File: src/rtl/hdlc_rx_pkg.sv
package hdlc_rx_pkg;

    typedef enum logic [0:0] {
        S_HUNT  = 1'b0,
        S_FRAME = 1'b1
    } rx_state_t;

    localparam logic [15:0] CRC_POLY_REFL = 16'h8408;
    localparam logic [15:0] CRC_PRESET    = 16'hFFFF;
    localparam logic [15:0] CRC_RESIDUE   = 16'hF0B8;

    function automatic logic [15:0] crc_step(input logic [15:0] c, input logic b);
        return (c >> 1) ^ ((c[0] ^ b) ? CRC_POLY_REFL : 16'h0000);
    endfunction

endpackage

File: src/rtl/hdlc_bit_filter.sv
module hdlc_bit_filter #(
    parameter int IDLE_ONES = 15
) (
    input  logic clk,
    input  logic rst_n,
    input  logic bit_in,
    input  logic bit_valid,
    output logic flag_det,
    output logic stuff_det,
    output logic abort_det,
    output logic idle
);
    localparam int OW = $clog2(IDLE_ONES + 1);

    logic [OW-1:0] ones_q;

    always_ff @(posedge clk or negedge rst_n) begin
        if (!rst_n) begin
            ones_q <= '0;
        end else if (bit_valid) begin
            if (!bit_in)
                ones_q <= '0;
            else if (ones_q != OW'(IDLE_ONES))
                ones_q <= ones_q + 1'b1;
        end
    end

    always_comb begin
        flag_det  = bit_valid && !bit_in && (ones_q == OW'(6));
        stuff_det = bit_valid && !bit_in && (ones_q == OW'(5));
        abort_det = bit_valid &&  bit_in && (ones_q == OW'(6));
        idle      = (ones_q == OW'(IDLE_ONES));
    end

    // a line bit is at most one of flag end, stuffed zero, abort
    a_r2_det_exclusive: assert property (@(posedge clk) disable iff (!rst_n)
        $onehot0({flag_det, stuff_det, abort_det}));

    // a zero on the line clears the idle status
    a_r9_zero_clears_idle: assert property (@(posedge clk) disable iff (!rst_n)
        (bit_valid && !bit_in) |=> !idle);

endmodule

File: src/rtl/hdlc_crc16.sv
module hdlc_crc16 (
    input  logic clk,
    input  logic rst_n,
    input  logic init,
    input  logic shift_en,
    input  logic bit_in,
    output logic crc_ok
);
    import hdlc_rx_pkg::*;

    logic [15:0] crc_q;

    always_ff @(posedge clk or negedge rst_n) begin
        if (!rst_n)
            crc_q <= CRC_PRESET;
        else if (init)
            crc_q <= CRC_PRESET;
        else if (shift_en)
            crc_q <= crc_step(crc_q, bit_in);
    end

    assign crc_ok = (crc_q == CRC_RESIDUE);

endmodule

File: src/rtl/hdlc_addr_match.sv
module hdlc_addr_match (
    input  logic [7:0] addr_byte,
    input  logic [7:0] station,
    input  logic       filt_en,
    input  logic       six_bit,
    output logic       accept
);
    logic [7:0] mask;

    always_comb begin
        mask   = (six_bit && filt_en) ? 8'hFC : 8'hFE;
        accept = !filt_en
              || (addr_byte == 8'hFF)
              || (((addr_byte ^ station) & mask) == 8'h00);
    end

endmodule

File: src/rtl/hdlc_rx_deframer.sv
module hdlc_rx_deframer #(
    parameter int IDLE_ONES = 15,
    parameter int MIN_BYTES = 4
) (
    input  logic       clk,
    input  logic       rst_n,
    input  logic       rx_bit,
    input  logic       rx_bit_en,
    input  logic [7:0] my_addr,
    input  logic       addr_filt_en,
    input  logic       addr_six_bit,
    output logic       out_valid,
    output logic [7:0] out_byte,
    output logic       out_sof,
    output logic       out_eof,
    output logic       out_bad,
    output logic       frame_aborted,
    output logic       line_idle
);
    import hdlc_rx_pkg::*;

    localparam int LAG = 7;
    localparam int CW  = $clog2(MIN_BYTES + 1);

    rx_state_t state_q, state_d;

    logic          flag_det, stuff_det, abort_det;
    logic          crc_ok, acc_now;
    logic [LAG-1:0] dly_q;
    logic [2:0]    fill_q;
    logic [6:0]    sr_q;
    logic [2:0]    bitcnt_q;
    logic [CW-1:0] bytecnt_q;
    logic [7:0]    held_q;
    logic          held_v_q, held_first_q, accept_q;
    logic          data_bit, commit, byte_done, close, abrt;
    logic [7:0]    new_byte;

    hdlc_bit_filter #(.IDLE_ONES(IDLE_ONES)) u_bits (
        .clk(clk), .rst_n(rst_n), .bit_in(rx_bit), .bit_valid(rx_bit_en),
        .flag_det(flag_det), .stuff_det(stuff_det), .abort_det(abort_det),
        .idle(line_idle)
    );

    hdlc_crc16 u_crc (
        .clk(clk), .rst_n(rst_n), .init(flag_det), .shift_en(commit),
        .bit_in(dly_q[0]), .crc_ok(crc_ok)
    );

    hdlc_addr_match u_addr (
        .addr_byte(new_byte), .station(my_addr), .filt_en(addr_filt_en),
        .six_bit(addr_six_bit), .accept(acc_now)
    );

    always_comb begin
        data_bit  = rx_bit_en && !flag_det && !stuff_det && !abort_det
                 && (state_q == S_FRAME);
        commit    = data_bit && (fill_q == 3'(LAG));
        byte_done = commit && (bitcnt_q == 3'd7);
        new_byte  = {dly_q[0], sr_q};
        close     = (state_q == S_FRAME) && flag_det;
        abrt      = (state_q == S_FRAME) && abort_det;
    end

    // next-state logic
    always_comb begin
        state_d = state_q;
        unique case (state_q)
            S_HUNT:  if (flag_det)  state_d = S_FRAME;
            S_FRAME: if (abort_det) state_d = S_HUNT;
        endcase
    end

    // state register
    always_ff @(posedge clk or negedge rst_n) begin
        if (!rst_n) state_q <= S_HUNT;
        else        state_q <= state_d;
    end

    // datapath and outputs
    always_ff @(posedge clk or negedge rst_n) begin
        if (!rst_n) begin
            dly_q <= '0; fill_q <= '0; sr_q <= '0; bitcnt_q <= '0;
            bytecnt_q <= '0; held_q <= '0; held_v_q <= 1'b0;
            held_first_q <= 1'b0; accept_q <= 1'b0;
            out_valid <= 1'b0; out_byte <= '0; out_sof <= 1'b0;
            out_eof <= 1'b0; out_bad <= 1'b0; frame_aborted <= 1'b0;
        end else begin
            out_valid     <= 1'b0;
            out_sof       <= 1'b0;
            out_eof       <= 1'b0;
            out_bad       <= 1'b0;
            frame_aborted <= 1'b0;
            if (flag_det && (state_q == S_HUNT || close)) begin
                if (close && held_v_q && accept_q) begin
                    out_valid <= 1'b1;
                    out_byte  <= held_q;
                    out_sof   <= held_first_q;
                    out_eof   <= 1'b1;
                    out_bad   <= (bitcnt_q != 3'd0)
                              || (bytecnt_q < CW'(MIN_BYTES)) || !crc_ok;
                end
                fill_q    <= '0;
                bitcnt_q  <= '0;
                bytecnt_q <= '0;
                held_v_q  <= 1'b0;
            end else if (abrt) begin
                if (held_v_q && accept_q) begin
                    out_valid <= 1'b1;
                    out_byte  <= held_q;
                    out_sof   <= held_first_q;
                    out_eof   <= 1'b1;
                    out_bad   <= 1'b1;
                end
                frame_aborted <= (bytecnt_q == CW'(MIN_BYTES));
                held_v_q      <= 1'b0;
            end else if (data_bit) begin
                dly_q <= {rx_bit, dly_q[LAG-1:1]};
                if (fill_q != 3'(LAG)) fill_q <= fill_q + 3'd1;
                if (commit) begin
                    sr_q     <= {dly_q[0], sr_q[6:1]};
                    bitcnt_q <= bitcnt_q + 3'd1;
                end
                if (byte_done) begin
                    if (bytecnt_q != CW'(MIN_BYTES)) bytecnt_q <= bytecnt_q + 1'b1;
                    if (bytecnt_q == '0) accept_q <= acc_now;
                    if (held_v_q && accept_q) begin
                        out_valid <= 1'b1;
                        out_byte  <= held_q;
                        out_sof   <= held_first_q;
                    end
                    held_q       <= new_byte;
                    held_v_q     <= 1'b1;
                    held_first_q <= (bytecnt_q == '0);
                end
            end
        end
    end

    // a frame end is never followed by a byte in the very next cycle
    a_r1_gap_after_eof: assert property (@(posedge clk) disable iff (!rst_n)
        (out_valid && out_eof) |=> !out_valid);

    // a good end-of-frame needs the minimum byte count
    a_r4_good_needs_length: assert property (@(posedge clk) disable iff (!rst_n)
        (out_valid && out_eof && !out_bad) |-> ($past(bytecnt_q) == CW'(MIN_BYTES)));

    // after an abort pulse the block is hunting for a flag
    a_r7_hunt_after_abort: assert property (@(posedge clk) disable iff (!rst_n)
        frame_aborted |-> (state_q == S_HUNT));

    // an abort pulse only comes out of an open frame
    a_r8_abort_from_frame: assert property (@(posedge clk) disable iff (!rst_n)
        frame_aborted |-> ($past(state_q) == S_FRAME));

endmodule

File: config.mk
export PLATFORM = sky130hd
export DESIGN_NAME = hdlc_rx_deframer
export DESIGN_NICKNAME = d
export VERILOG_FILES = /design/src/rtl/hdlc_rx_pkg.sv /design/src/rtl/hdlc_bit_filter.sv /design/src/rtl/hdlc_crc16.sv /design/src/rtl/hdlc_addr_match.sv /design/src/rtl/hdlc_rx_deframer.sv
export SDC_FILE = /design/constraint.sdc
export NUM_CORES = 1
export LEC_CHECK = 0
export BUFFER_PORTS_ARGS = -buffer_cell sky130_fd_sc_hd__clkbuf_2
export CAP_MARGIN = 20
export CORE_ASPECT_RATIO = 0.8
export CORE_MARGIN = 2
export CORE_UTILIZATION = 49
export CTS_CLUSTER_DIAMETER = 50
export DETAILED_ROUTE_END_ITERATION = 7
export PLACE_DENSITY = 0.69
export SYNTH_ARGS = -nofsm -noshare
export SYNTH_HDL_FRONTEND = slang
export SYNTH_SLANG_ARGS = --single-unit
File: constraint.sdc
create_clock -name clk -period 4.3 [get_ports clk]
set_clock_uncertainty 0.1 [all_clocks]
set_input_delay 0.86 -clock clk [delete_from_list [all_inputs] [get_ports clk]]
set_output_delay 0.86 -clock clk [all_outputs]
set_load 0.1 [all_outputs]
==> impl_metrics.yaml <==
outcome:
  status: "complete, no violations"
synthesis:
  async_flop_share: 1.00
  ys_ff_latch: 68
  synth_seq_area_share: 0.550
  syn_nets: 285
  synth_top_area_frac: 0.416
  syn_avg_cell_area_um2: 12.0
  synth-edff-count: 0
  yosys-top-cells-area: "dfrtp_1 42%, dfstp_2 13%, mux2_2 12%"
  synthCells: 261
  synth_area_leader_cell: "dfrtp_1"
  syn_area_mm2: 0.00313
  synthDistinctLibCells: 41
  ys_warn_count: 0
  synthFlopType: "dfrtp_1"
critical_path:
  crit_required_ns: 3.34
  rrSetupSlack_ns: 1.94
  cp-start-kind: "register"
  crit_type: "reg -> out"
  critPathSlowestCell: "clkbuf_2"
  crit_buf_inv: 2
  critPathArrivalTime_ns: 1.67
  cpPeakStageDelay_ns: 0.45
  path_delay_family: "buffers and inverters"
  path_cells: "ha_1 -> nand3_1 -> inv_1 -> clkbuf_2"
  cp_max_fo: 6
  crit_path_end_kind: "output port"
place:
  placed_area_mm2: 0.00335
  io_buffers: 26
  gp_congestion: 0.799
  dp_hpwl_mm: 3.72
  place_ws_ns: 1.60
final_layout:
  n_fill_cell: 537
  seq_area_mm2: 0.00172
  fin_nets: 319
  multi_input_area_mm2: 0.00131
  area_delta_synth_final_pct: 15.3
  n_antenna_cell: 0
  layout-drive-gt1-share: 0.330
  design_area_mm2: 0.00361
timing:
  final-max-slew-violation-count: 0
  rsz0062_at_grt: "no"
  hold_violations: 0
  fin_crit_sh: 0.613
  tns_ns: 0
  fmax_mhz: 380
  min_period_ns: 2.63
  setup_viol: 0
  worst_slack_ns: 1.67
  tightest_slew_ns: 0.583
  slew_headroom: 0.610
floorplanning:
  die_w_um: 93.4
  start_util: 0.499
  die-area_mm2: 0.00705
  top_level_ports: 28
  rows: 26
  core-area_mm2: 0.00628
  fp.dieH_um: 75.5
pwr:
  p_clk_frac: 0.407
  p_per_area_mw_per_mm2: 427
  seqPwrFrac: 0.496
  p_comb_frac: 0.096
  p_leak_nw: 1.81
  vdd_drop_max_v: 0.000238
  p_int_mw: 1.18
  p_sw_frac: 0.237
  p_sw_mw: 0.366
global_routing:
  grt.overflow.total: 0
  grt_pass1_vias: 1961
  grt_start_max_net_pins: 51
  antenna_found_initial: 0
  grtUsageTotal: 0.178
  grt_pass1_wl_mm: 9.43
route:
  wl_mm: 5.51
  dr.pass1.iters: 6
  ant_nets: 0
  detail_route.drc_violations: 0
  route.vias.total: 2023
  post_drt_wl_per_cell_um: 14.4
  via_per_inst: 5.27
  drtIter0Drc: 114
clocking:
  cts_hold_buf: 0
  cts_buffers: 9
  cts-root-buf: "clkbuf_8"
  cts_setup_buffers: 0
  clock_latency_ns: 0.34
  cts.sinks: 68
  cts_tree: "built"
  path_clk_slew_ns: 0.07
  htreeDepth: 3
  cts_buffer_depth: 2
  ctsResizeCount: 0
worst_hold_path:
  hold_path_class: "in -> async"
flow_run:
  cap_violations: 0
[path summary, 6_finish.rpt]
kind / depth (start not counted) / endpoint / from
worst max-delay path: 4 / line_idle / u_bits.ones_q[0]
worst min-delay path: 1 / out_byte[4] / rst_n
worst max register to register: 5 / sr_q[1] / u_bits.ones_q[0]
worst min register to register: 2 / u_crc.crc_q[8] / u_crc.crc_q[9]
max in group asynchronous: 3 / held_first_q / rst_n
min in group clk: 2 / u_crc.crc_q[8] / u_crc.crc_q[9]
[synthesized netlist by cell type, types with 2 or more instances]
cell type and count:
mux2i_1 18, nand4_1 5, or3_1 2, dfstp_2 16
inv_1 18, a21oi_1 5, nor2b_1 2, dfrtp_1 52
and2_1 2, o21a_1 2, nand2_1 16, o21ai_0 10
a21o_1 2, xnor2_1 9, ha_1 10, buf_2 4
nand4b_1 3, nand3_1 6, or4_1 2, and3_1 3
nor2_1 22, a31o_2 2, mux2_2 32
[cell type report]
class | count | area share
Clock inverter | 6 | 0.0312
Multi-Input combinational cell | 169 | 0.363
Timing Repair Buffer | 29 | 0.0458
Inverter | 18 | 0.0187
Tap cell | 84 | 0.0291
Sequential cell | 68 | 0.477
Clock buffer | 10 | 0.0354
[power groups by stage]
stage | Clock, mW | Sequential [mW] | Combinational (mW)
finish | 0.628 | 0.765 | 0.148
global route | 0.672 | 0.774 | 0.171
CTS | 0.644 | 0.765 | 0.149
detailed placement | 0 | 0.776 | 0.148
global placement | 0 | 0.774 | 0.141
floorplan | 0 | 0.759 | 0.114
[registers in the layout, summed over array words and instances (netlist names), 4 cells and up]
signal	cells
out_byte	8
u_crc.crc_q	16
held_q	8
dly_q	7
sr_q	7
u_bits.ones_q	4
[per-layer routing]
layer | part of all wire | up-vias | track usage
li1 | - | 978 | -
met1 | 0.49 | 1011 | 0.235
met2 | 0.46 | 28 | 0.277
met3 | 0.041 | 6 | 0.0633
met4 | 0.012 | 0 | 0.0588
met5 | 0 | - | 0
[cells in the final DEF, fill, tap and decap left out, types with 5 or more instances in the layout]
master	count
nand3_1	6
inv_1	18
mux2_2	32
dfrtp_1	52
ha_1	10
a21oi_1	5
o21ai_0	10
dfstp_2	16
mux2i_1	18
nand2_1	16
clkbuf_8	9
clkbuf_2	25
xnor2_1	9
nand4_1	5
nor2_1	22
[cells by family (layout without fill, tap and decap cells)]
group           after synthesis  count (layout)  share of synthesized area
buf+inv                      24              63                     0.0316
flops                        68              68                      0.550
compound gates               30              30                     0.0624
xor+xnor                     10              10                     0.0280
fa+ha+maj                    10              10                     0.0400
mux                          50              50                      0.173
simple gates                 69              69                      0.116
[stage by stage]
step | hold WS (ns) | utilization | std cells | power, mW
detailed placement | 0.358 | 0.533 | 367 | 0.924
global route | 0.240 | 0.575 | 384 | 1.62
floorplan | 0.341 | - | 261 | 0.872
finish | 0.250 | 0.575 | 384 | 1.54
global placement | 0.352 | 0.533 | 367 | 0.915
CTS | 0.375 | 0.572 | 383 | 1.56
[worst reg2reg max path, stage by stage (launching register included)]
cell	delay (ns)
dfrtp_1	0.44
ha_1	0.22
nor2b_1	0.16
o21ai_2	0.33
nand4_4	0.52
mux2_2	0.48
Note: power is estimated with default switching activity, not from simulation.
